**config.mk**
```make
export PLATFORM = sky130hd
export DESIGN_NAME = floppy_pio_seq
export DESIGN_NICKNAME = d
export VERILOG_FILES = /design/src/rtl/fdc_pkg.sv /design/src/rtl/fdc_sector_buf.sv /design/src/rtl/fdc_seq_core.sv /design/src/rtl/floppy_pio_seq.sv
export SDC_FILE = /design/constraint.sdc
export NUM_CORES = 2
export LEC_CHECK = 0
export BUFFER_PORTS_ARGS = -buffer_cell sky130_fd_sc_hd__clkbuf_2
export CAP_MARGIN = 10
export CORE_ASPECT_RATIO = 0.9
export CORE_UTILIZATION = 25
export CTS_BUF_LIST = sky130_fd_sc_hd__clkbuf_8
export DETAILED_ROUTE_END_ITERATION = 6
export GPL_ROUTABILITY_DRIVEN = 0
export HOLD_SLACK_MARGIN = 0.03
export PLACE_DENSITY_LB_ADDON = 0.1
export SLEW_MARGIN = 20
export SYNTH_ARGS = -nofsm -noshare
export SYNTH_HDL_FRONTEND = slang
export SYNTH_SLANG_ARGS = --single-unit
```
**constraint.sdc**
```tcl
create_clock -name clk -period 3.6 [get_ports clk]
set_input_delay 0.72 -clock clk [delete_from_list [all_inputs] [get_ports clk]]
set_output_delay 0.72 -clock clk [all_outputs]
set_load 0.1 [all_outputs]
```
**src/rtl/fdc_pkg.sv**
```systemverilog
package fdc_pkg;

  typedef enum logic [3:0] {
    ST_IDLE,
    ST_FILL,
    ST_EMPTY_FETCH,
    ST_EMPTY_LOAD,
    ST_EMPTY_WAIT,
    ST_GET_SECT,
    ST_GET_TRACK,
    ST_ACCESS,
    ST_FINISH,
    ST_INIT
  } seq_state_e;

  localparam logic [2:0] FN_FILL   = 3'd0;
  localparam logic [2:0] FN_EMPTY  = 3'd1;
  localparam logic [2:0] FN_WRITE  = 3'd2;
  localparam logic [2:0] FN_READ   = 3'd3;
  localparam logic [2:0] FN_STATUS = 3'd5;
  localparam logic [2:0] FN_WRDEL  = 3'd6;
  localparam logic [2:0] FN_ECODE  = 3'd7;

  localparam int CSR_GO   = 0;
  localparam int CSR_DRV  = 4;
  localparam int CSR_IE   = 6;
  localparam int CSR_INIT = 14;

  localparam logic [7:0] ESR_INIT_DONE = 8'h04;
  localparam logic [7:0] ESR_DELETED   = 8'h40;
  localparam logic [7:0] ESR_KEEP_GO   = 8'h04;

endpackage

```
**src/rtl/fdc_sector_buf.sv**
```systemverilog
module fdc_sector_buf #(
  parameter int DEPTH = 128,
  parameter int DW    = 8,
  localparam int AW   = $clog2(DEPTH)
) (
  input  logic          clk,
  input  logic [AW-1:0] a_addr,
  input  logic          a_we,
  input  logic [DW-1:0] a_wdata,
  output logic [DW-1:0] a_rdata,
  input  logic [AW-1:0] b_addr,
  input  logic          b_we,
  input  logic [DW-1:0] b_wdata,
  output logic [DW-1:0] b_rdata
);

  logic [DW-1:0] mem [DEPTH];

  // Two ports, synchronous read; the host port and the access port never write together.
  always_ff @(posedge clk) begin
    if (a_we) mem[a_addr] <= a_wdata;
    if (b_we) mem[b_addr] <= b_wdata;
    a_rdata <= mem[a_addr];
    b_rdata <= mem[b_addr];
  end

endmodule

```
**src/rtl/fdc_seq_core.sv**
```systemverilog
module fdc_seq_core
  import fdc_pkg::*;
#(
  parameter int BUF_BYTES = 128,
  parameter int SECT_W    = 7,
  parameter int TRACK_W   = 8,
  localparam int AW       = $clog2(BUF_BYTES),
  localparam int PTR_W    = AW + 1
) (
  input  logic               clk,
  input  logic               rst,
  input  logic               host_wr,
  input  logic               host_rd,
  input  logic               host_byte,
  input  logic [1:0]         host_addr,
  input  logic [15:0]        host_wdata,
  output logic [15:0]        host_rdata,
  output logic               irq,
  input  logic [1:0]         drv_ready,
  output logic               acc_start,
  output logic               acc_init,
  output logic [2:0]         acc_func,
  output logic               acc_drive,
  output logic [SECT_W-1:0]  acc_sector,
  output logic [TRACK_W-1:0] acc_track,
  input  logic               acc_done,
  input  logic [7:0]         acc_ecode,
  input  logic [7:0]         acc_esr_flags,
  output logic [AW-1:0]      buf_addr,
  output logic               buf_we,
  output logic [7:0]         buf_wdata,
  input  logic [7:0]         buf_rdata
);

  localparam logic [PTR_W-1:0] PTR_FULL = PTR_W'(BUF_BYTES);

  seq_state_e         state;
  logic               done, err, tr, ie, drv;
  logic [2:0]         func;
  logic [7:0]         dbr, esr, ecode;
  logic [SECT_W-1:0]  sector;
  logic [TRACK_W-1:0] track;
  logic [PTR_W-1:0]   ptr;

  // Host decode
  logic [15:0] csr_cur, csr_eff;
  logic        csr_wr, dbr_wr, dbr_rd, dbr_take;

  assign csr_cur  = {err, 7'b0, tr, ie, done, drv, func, 1'b0};
  assign csr_wr   = host_wr && !host_addr[1];
  assign dbr_wr   = host_wr && host_addr[1] && !host_addr[0];
  assign dbr_rd   = host_rd && host_addr[1];
  assign dbr_take = dbr_wr && ((state == ST_IDLE) || tr);

  always_comb begin
    csr_eff = host_wdata;
    if (host_byte)
      csr_eff = host_addr[0] ? {host_wdata[7:0], csr_cur[7:0]}
                             : {csr_cur[15:8], host_wdata[7:0]};
  end

  logic unused_csr_bits;
  assign unused_csr_bits = ^{csr_eff[15], csr_eff[13:7], csr_eff[5]};

  always_comb begin
    if (host_addr[1]) host_rdata = {8'h00, dbr};
    else              host_rdata = {err, 7'b0, tr, ie, done, 5'b0};
  end

  // Completion decode
  logic       fin_en, fin_keep;
  logic [7:0] fin_flags, fin_code, esr_or, esr_fin;

  always_comb begin
    fin_en    = 1'b0;
    fin_keep  = 1'b0;
    fin_flags = 8'h00;
    fin_code  = 8'h00;
    unique case (state)
      ST_FILL:        fin_en = !tr && (ptr == PTR_FULL);
      ST_EMPTY_FETCH: fin_en = (ptr == PTR_FULL);
      ST_ACCESS: begin
        fin_en    = acc_done;
        fin_flags = acc_esr_flags | ((func == FN_WRDEL) ? ESR_DELETED : 8'h00);
        fin_code  = acc_ecode;
      end
      ST_INIT: begin
        fin_en    = acc_done;
        fin_flags = acc_esr_flags | ESR_INIT_DONE;
        fin_code  = acc_ecode;
      end
      ST_FINISH: begin
        fin_en   = 1'b1;
        fin_keep = (func == FN_ECODE);
      end
      default: ;
    endcase
  end

  assign esr_or  = esr | fin_flags;
  assign esr_fin = {drv_ready[drv], esr_or[6:0]};

  // Buffer host port
  assign buf_addr  = ptr[AW-1:0];
  assign buf_we    = dbr_take && (state == ST_FILL);
  assign buf_wdata = host_wdata[7:0];

  // Sequencer and registers
  always_ff @(posedge clk) begin
    if (rst) begin
      state     <= ST_IDLE;
      done      <= 1'b0;
      err       <= 1'b0;
      tr        <= 1'b0;
      ie        <= 1'b0;
      drv       <= 1'b0;
      func      <= FN_FILL;
      dbr       <= 8'h00;
      esr       <= 8'h00;
      ecode     <= 8'h00;
      sector    <= '0;
      track     <= '0;
      ptr       <= '0;
      irq       <= 1'b0;
      acc_start <= 1'b0;
      acc_init  <= 1'b0;
    end else begin
      acc_start <= 1'b0;

      unique case (state)
        ST_FILL:        if (!tr && ptr != PTR_FULL) tr <= 1'b1;
        ST_EMPTY_FETCH: if (ptr != PTR_FULL) state <= ST_EMPTY_LOAD;
        ST_EMPTY_LOAD: begin
          dbr   <= buf_rdata;
          ptr   <= ptr + 1'b1;
          tr    <= 1'b1;
          state <= ST_EMPTY_WAIT;
        end
        ST_EMPTY_WAIT: if (dbr_rd && tr) begin
          tr    <= 1'b0;
          state <= ST_EMPTY_FETCH;
        end
        ST_GET_SECT: if (!tr) begin
          tr    <= 1'b1;
          state <= ST_GET_TRACK;
        end
        ST_GET_TRACK: if (!tr) begin
          acc_start <= 1'b1;
          state     <= ST_ACCESS;
        end
        default: ;
      endcase

      if (fin_en) begin
        state <= ST_IDLE;
        done  <= 1'b1;
        if (ie) irq <= 1'b1;
        if (fin_keep) begin
          dbr <= ecode;
        end else begin
          esr   <= esr_fin;
          ecode <= fin_code;
          dbr   <= esr_fin;
          if (fin_code != 8'h00) err <= 1'b1;
        end
      end

      if (dbr_take) begin
        dbr <= host_wdata[7:0];
        unique case (state)
          ST_FILL: begin
            tr  <= 1'b0;
            ptr <= ptr + 1'b1;
          end
          ST_GET_SECT: begin
            tr     <= 1'b0;
            sector <= host_wdata[SECT_W-1:0];
          end
          ST_GET_TRACK: begin
            tr    <= 1'b0;
            track <= host_wdata[TRACK_W-1:0];
          end
          default: ;
        endcase
      end

      if (csr_wr) begin
        if (csr_eff[CSR_INIT]) begin
          done      <= 1'b0;
          err       <= 1'b0;
          tr        <= 1'b0;
          ie        <= 1'b0;
          drv       <= 1'b0;
          func      <= FN_FILL;
          dbr       <= 8'h00;
          esr       <= 8'h00;
          ecode     <= 8'h00;
          sector    <= '0;
          track     <= '0;
          ptr       <= '0;
          irq       <= 1'b0;
          state     <= ST_INIT;
          acc_start <= 1'b1;
          acc_init  <= 1'b1;
        end else if (csr_eff[CSR_GO] && state == ST_IDLE) begin
          done     <= 1'b0;
          err      <= 1'b0;
          irq      <= 1'b0;
          ie       <= csr_eff[CSR_IE];
          drv      <= csr_eff[CSR_DRV];
          func     <= csr_eff[3:1];
          ptr      <= '0;
          acc_init <= 1'b0;
          unique case (csr_eff[3:1])
            FN_FILL: begin
              tr    <= 1'b1;
              state <= ST_FILL;
            end
            FN_EMPTY: begin
              tr    <= 1'b0;
              state <= ST_EMPTY_FETCH;
            end
            FN_WRITE, FN_READ, FN_WRDEL: begin
              tr    <= 1'b1;
              esr   <= esr & ESR_KEEP_GO;
              state <= ST_GET_SECT;
            end
            default: begin
              tr    <= 1'b0;
              state <= ST_FINISH;
            end
          endcase
        end else begin
          ie <= csr_eff[CSR_IE];
          if (!csr_eff[CSR_IE]) irq <= 1'b0;
          else if (done)        irq <= 1'b1;
        end
      end
    end
  end

  assign acc_func   = func;
  assign acc_drive  = drv;
  assign acc_sector = sector;
  assign acc_track  = track;

  // Assertions
  AST_TR_LOW_WHEN_IDLE: assert property (@(posedge clk) disable iff (rst)
    (state == ST_IDLE) |-> !tr);
  AST_PTR_IN_RANGE: assert property (@(posedge clk) disable iff (rst)
    ptr <= PTR_FULL);
  AST_DONE_ONLY_IDLE: assert property (@(posedge clk) disable iff (rst)
    done |-> (state == ST_IDLE));
  AST_IRQ_NEEDS_IE: assert property (@(posedge clk) disable iff (rst)
    irq |-> ie);
  AST_START_ENTERS_ACCESS: assert property (@(posedge clk) disable iff (rst)
    acc_start |-> (state == ST_ACCESS || state == ST_INIT));
  AST_GO_CLEARS_FLAGS: assert property (@(posedge clk) disable iff (rst)
    (csr_wr && csr_eff[CSR_GO] && !csr_eff[CSR_INIT] && state == ST_IDLE)
      |=> (!done && !err && !irq));

endmodule

```
**src/rtl/floppy_pio_seq.sv**
```systemverilog
module floppy_pio_seq #(
  parameter int BUF_BYTES = 128,
  parameter int SECT_W    = 7,
  parameter int TRACK_W   = 8,
  localparam int BUF_AW   = $clog2(BUF_BYTES)
) (
  input  logic               clk,
  input  logic               rst,
  input  logic               host_wr,
  input  logic               host_rd,
  input  logic               host_byte,
  input  logic [1:0]         host_addr,
  input  logic [15:0]        host_wdata,
  output logic [15:0]        host_rdata,
  output logic               irq,
  input  logic [1:0]         drv_ready,
  output logic               acc_start,
  output logic               acc_init,
  output logic [2:0]         acc_func,
  output logic               acc_drive,
  output logic [SECT_W-1:0]  acc_sector,
  output logic [TRACK_W-1:0] acc_track,
  input  logic               acc_done,
  input  logic [7:0]         acc_ecode,
  input  logic [7:0]         acc_esr_flags,
  input  logic [BUF_AW-1:0]  acc_buf_addr,
  input  logic               acc_buf_we,
  input  logic [7:0]         acc_buf_wdata,
  output logic [7:0]         acc_buf_rdata
);

  logic [BUF_AW-1:0] core_buf_addr;
  logic              core_buf_we;
  logic [7:0]        core_buf_wdata;
  logic [7:0]        core_buf_rdata;

  fdc_seq_core #(
    .BUF_BYTES (BUF_BYTES),
    .SECT_W    (SECT_W),
    .TRACK_W   (TRACK_W)
  ) core_i (
    .clk           (clk),
    .rst           (rst),
    .host_wr       (host_wr),
    .host_rd       (host_rd),
    .host_byte     (host_byte),
    .host_addr     (host_addr),
    .host_wdata    (host_wdata),
    .host_rdata    (host_rdata),
    .irq           (irq),
    .drv_ready     (drv_ready),
    .acc_start     (acc_start),
    .acc_init      (acc_init),
    .acc_func      (acc_func),
    .acc_drive     (acc_drive),
    .acc_sector    (acc_sector),
    .acc_track     (acc_track),
    .acc_done      (acc_done),
    .acc_ecode     (acc_ecode),
    .acc_esr_flags (acc_esr_flags),
    .buf_addr      (core_buf_addr),
    .buf_we        (core_buf_we),
    .buf_wdata     (core_buf_wdata),
    .buf_rdata     (core_buf_rdata)
  );

  fdc_sector_buf #(
    .DEPTH (BUF_BYTES),
    .DW    (8)
  ) buf_i (
    .clk     (clk),
    .a_addr  (core_buf_addr),
    .a_we    (core_buf_we),
    .a_wdata (core_buf_wdata),
    .a_rdata (core_buf_rdata),
    .b_addr  (acc_buf_addr),
    .b_we    (acc_buf_we),
    .b_wdata (acc_buf_wdata),
    .b_rdata (acc_buf_rdata)
  );

endmodule

```
==> out/metrics.yaml <==
setup_path:
  critical-path-slowest-cell: "a21boi_0"
  cp-end-kind: "flop"
  critical_path.cell_chain: "clkinv_2 -> buf_4 -> nor2_1 -> a22oi_1 -> nand3_1 -> a21boi_0 -> and4b_1 -> buf_4"
  critPathLaunch: "core_i.ptr[1]"
  cp-start-kind: "flop"
  crit_fanout: 11
  cp_common_cell: "buf_4"
  r2r_start: "core_i.ptr[1]"
  cpLargestDelayFamily: "buffers and inverters"
  crit_buf_inv: 3
  path_class: "flop to flop"
  cpPeakStageDelay_ns: 0.69
  cp.arrival_ns: 4.63
  cp.required_ns: 4.52
status:
  violations: "setup timing"
  status: "finished with violations"
clocking:
  cts_buffers: 220
  clk_pin_slew_ns: 0.07
  htree_num_levels: 4
  clock_latency_ns: 1.04
  cts_tree: "yes"
  cts.path.max_buffers: 4
  clock-root-buffer: "clkbuf_8"
  clock_sinks: 1101
global_routing:
  grt_max_degree: 134
  first_global_vias: 50252
  grt_overflow_total: 0
  antenna_found_initial: 31
  grt_pass1_wl_mm: 460
  gr-usage-all-layers: 0.251
worst_hold_path:
  worstHoldStart: "rst"
  hold_path_class: "primary input to flop"
sta:
  setup_slack_ns: -0.113
  rsz0062_at_grt: "false"
  max_slew_margin: 0.221
  fin_tns_setup_ns: -0.204
  drv_slew: 0
  skew_ns: 0.0795
  fin_crit_sh: 1.03
  timing.fmax_mhz: 269
  setup-violations-final: 3
  hold_viol_final: 0
  max_slew.worst_pin.slew_ns: 1.14
  fin_crit_ns: 3.71
  hold-worst-slack_ns: 0.130
final_layout:
  syn2layout_area_growth_pct: 20.4
  fin_util: 0.302
  fin_area_sq_mm: 0.0799
  drive_gt1_frac: 0.473
  layout.nets: 5486
  final_cell_count_no_fill: 9131
floorplanning:
  die_area_sq_mm: 0.268
  chipHeight_um: 491
  core_sq_mm: 0.264
  start_util: 0.251
  die_w_um: 545
  rows: 179
  io_pins: 104
route:
  ant_nets: 0
  drt_drc_violations_left: 0
  vias: 51062
  firstDrtPassIters: 5
  drt_iter0_drc: 6155
  vias_per_cell: 5.59
  wl_mm: 343
  wl_per_cell_um: 37.6
yosys:
  synth_edf_count: 1024
  yosysWarningCount: 0
  synth-seq-area-share: 0.487
  avgSynthCellArea_sq_um: 13.4
  synth.cell_area_sq_mm: 0.0664
  ys_types: 88
  ys_async_sr_fraction: 0
  ys.flop_type: "edfxtp_1"
  synth-seq-cells: 1101
  syn_inst: 4949
placement:
  post-dp-hpwl_mm: 236
  dp.cells: 8718
  portBuffers: 88
  placed_area_sq_mm: 0.0757
  place_ws_ns: -0.264
power:
  leakage_nw: 26.8
  total_power_mw: 30.0
  powerDensity_mw_per_mm2: 376
  worst_ir_drop_vdd_mv: 0.320
flow_run:
  max_cap_viol_count: 0
==> power breakdown <==
part	switching, mW	leakage, nW	internal [mW]
combinational	2.18	14.7	1.21
clock	6.31	2.27	6.20
sequential	0.0697	9.84	14.0
total	8.55	26.8	21.5
==> worst reg2reg max path, delay by kind of cell, from the launching register on <==
family	cells	cell delay, ns
AO/OA/AOI/OAI	2	0.99
buffers and inverters	3	1.04
flip-flops	1	0.57
AND/OR/NAND/NOR	3	1.00
==> metal layers <==
metal,routed length (um),track usage
met1,155000,0.359
met4,13300,0.0887
met5,21,0
met3,23200,0.0358
met2,151000,0.382
==> state kept, by name, summed over array words and instances (netlist names) <==
name	flops
core_i.acc_track	8
core_i.acc_func	3
core_i.esr	7
buf_i.a_rdata	8
core_i.acc_drive	1
core_i.ie	1
core_i.err	1
buf_i.mem	1024
core_i.state	4
core_i.tr	1
core_i.dbr	8
core_i.acc_sector	7
core_i.ecode	8
core_i.ptr	8
core_i.acc_start	1
buf_i.b_rdata	8
core_i.irq	1
core_i.done	1
core_i.acc_init	1
==> cells by family (layout without fill, tap and decap cells) <==
logic type | Yosys count | in the layout | share of synthesized area
adders and majority gates | 2 | 2 | 0.000377
AOI/OAI and AO/OA | 888 | 888 | 0.0964
muxes | 1599 | 1599 | 0.317
xor gates and xnor gates | 5 | 5 | 0.000660
DFF | 1101 | 1101 | 0.487
buffers and inverters | 582 | 1220 | 0.0428
and+or+nand+nor | 771 | 771 | 0.0564
other | 1 | 16 | 0.0000565
==> path summary, 6_finish.rpt <==
path | end | slack [ns] | depth (start not counted)
min reg2reg | core_i.ecode[2] | 0.45 | 2
min | core_i.acc_drive | 0.13 | 2
max | buf_i.a_rdata[2] | -0.11 | 8
max reg2reg | buf_i.a_rdata[2] | -0.11 | 8
==> cells in the final DEF (no fill, tap or decap), types with 130 or more instances in the layout <==
| cell | count |
|---|---|
| edfxtp_1 | 1024 |
| a221oi_1 | 152 |
| o21ai_0 | 171 |
| nor2_1 | 141 |
| clkbuf_8 | 228 |
| mux2_2 | 1170 |
| mux2i_1 | 149 |
| buf_4 | 584 |
| mux4_2 | 266 |
| buf_12 | 130 |
| nand2_1 | 321 |
==> Yosys cell counts, types with 11 or more instances <==
| library cell | number | share of area |
|---|---|---|
| o221ai_1 | 49 | 0.0065 |
| a211oi_1 | 20 | 0.0023 |
| mux4_1 | 13 | 0.0051 |
| o21ai_0 | 173 | 0.013 |
| nor2b_1 | 28 | 0.0026 |
| buf_1 | 13 | 0.00074 |
| and2_1 | 13 | 0.0012 |
| nand3_1 | 72 | 0.0054 |
| o22ai_1 | 66 | 0.0062 |
| dfxtp_1 | 77 | 0.023 |
| mux2_2 | 1170 | 0.20 |
| a221oi_1 | 152 | 0.020 |
| nand2b_1 | 22 | 0.0021 |
| buf_2 | 130 | 0.0098 |
| a211o_1 | 11 | 0.0015 |
| edfxtp_1 | 1024 | 0.46 |
| nor2_1 | 145 | 0.0082 |
| a22o_1 | 13 | 0.0017 |
| a311oi_1 | 11 | 0.0015 |
| o2bb2ai_1 | 20 | 0.0026 |
| nor2_2 | 35 | 0.0033 |
| mux4_2 | 266 | 0.090 |
| buf_4 | 70 | 0.0079 |
| clkbuf_1 | 322 | 0.018 |
| nor3_1 | 14 | 0.0011 |
| a21oi_1 | 94 | 0.0071 |
| nand2_2 | 18 | 0.0017 |
| and3b_1 | 13 | 0.0017 |
| inv_1 | 11 | 0.00062 |
| a31oi_1 | 24 | 0.0023 |
| o21bai_1 | 11 | 0.0012 |
| a221o_1 | 24 | 0.0036 |
| nand2_1 | 324 | 0.018 |
| o211ai_1 | 17 | 0.0019 |
| a22oi_1 | 119 | 0.013 |
| and3_1 | 20 | 0.0019 |
| buf_6 | 30 | 0.0051 |
| mux2i_1 | 149 | 0.022 |
==> repair_timing <==
item	CTS	global route
hold buffers	15	0
resized for setup	1	1
endpoints found under the hold margin	16	0
buffers inserted	0	0
endpoints found under the setup margin	1	1
==> cell type report <==
type	instances	area, sq um
Clock inverter	161	822
Clock buffer	228	3140
Sequential cell	1101	32300
Multi-Input combinational cell	3272	31400
Inverter	15	63.8
Timing Repair Buffer	816	7700
Antenna cell	9	22.5
Tap cell	3529	4420
Fill cell	26816	184000
No activity file was read; power rests on OpenSTA's default activity.
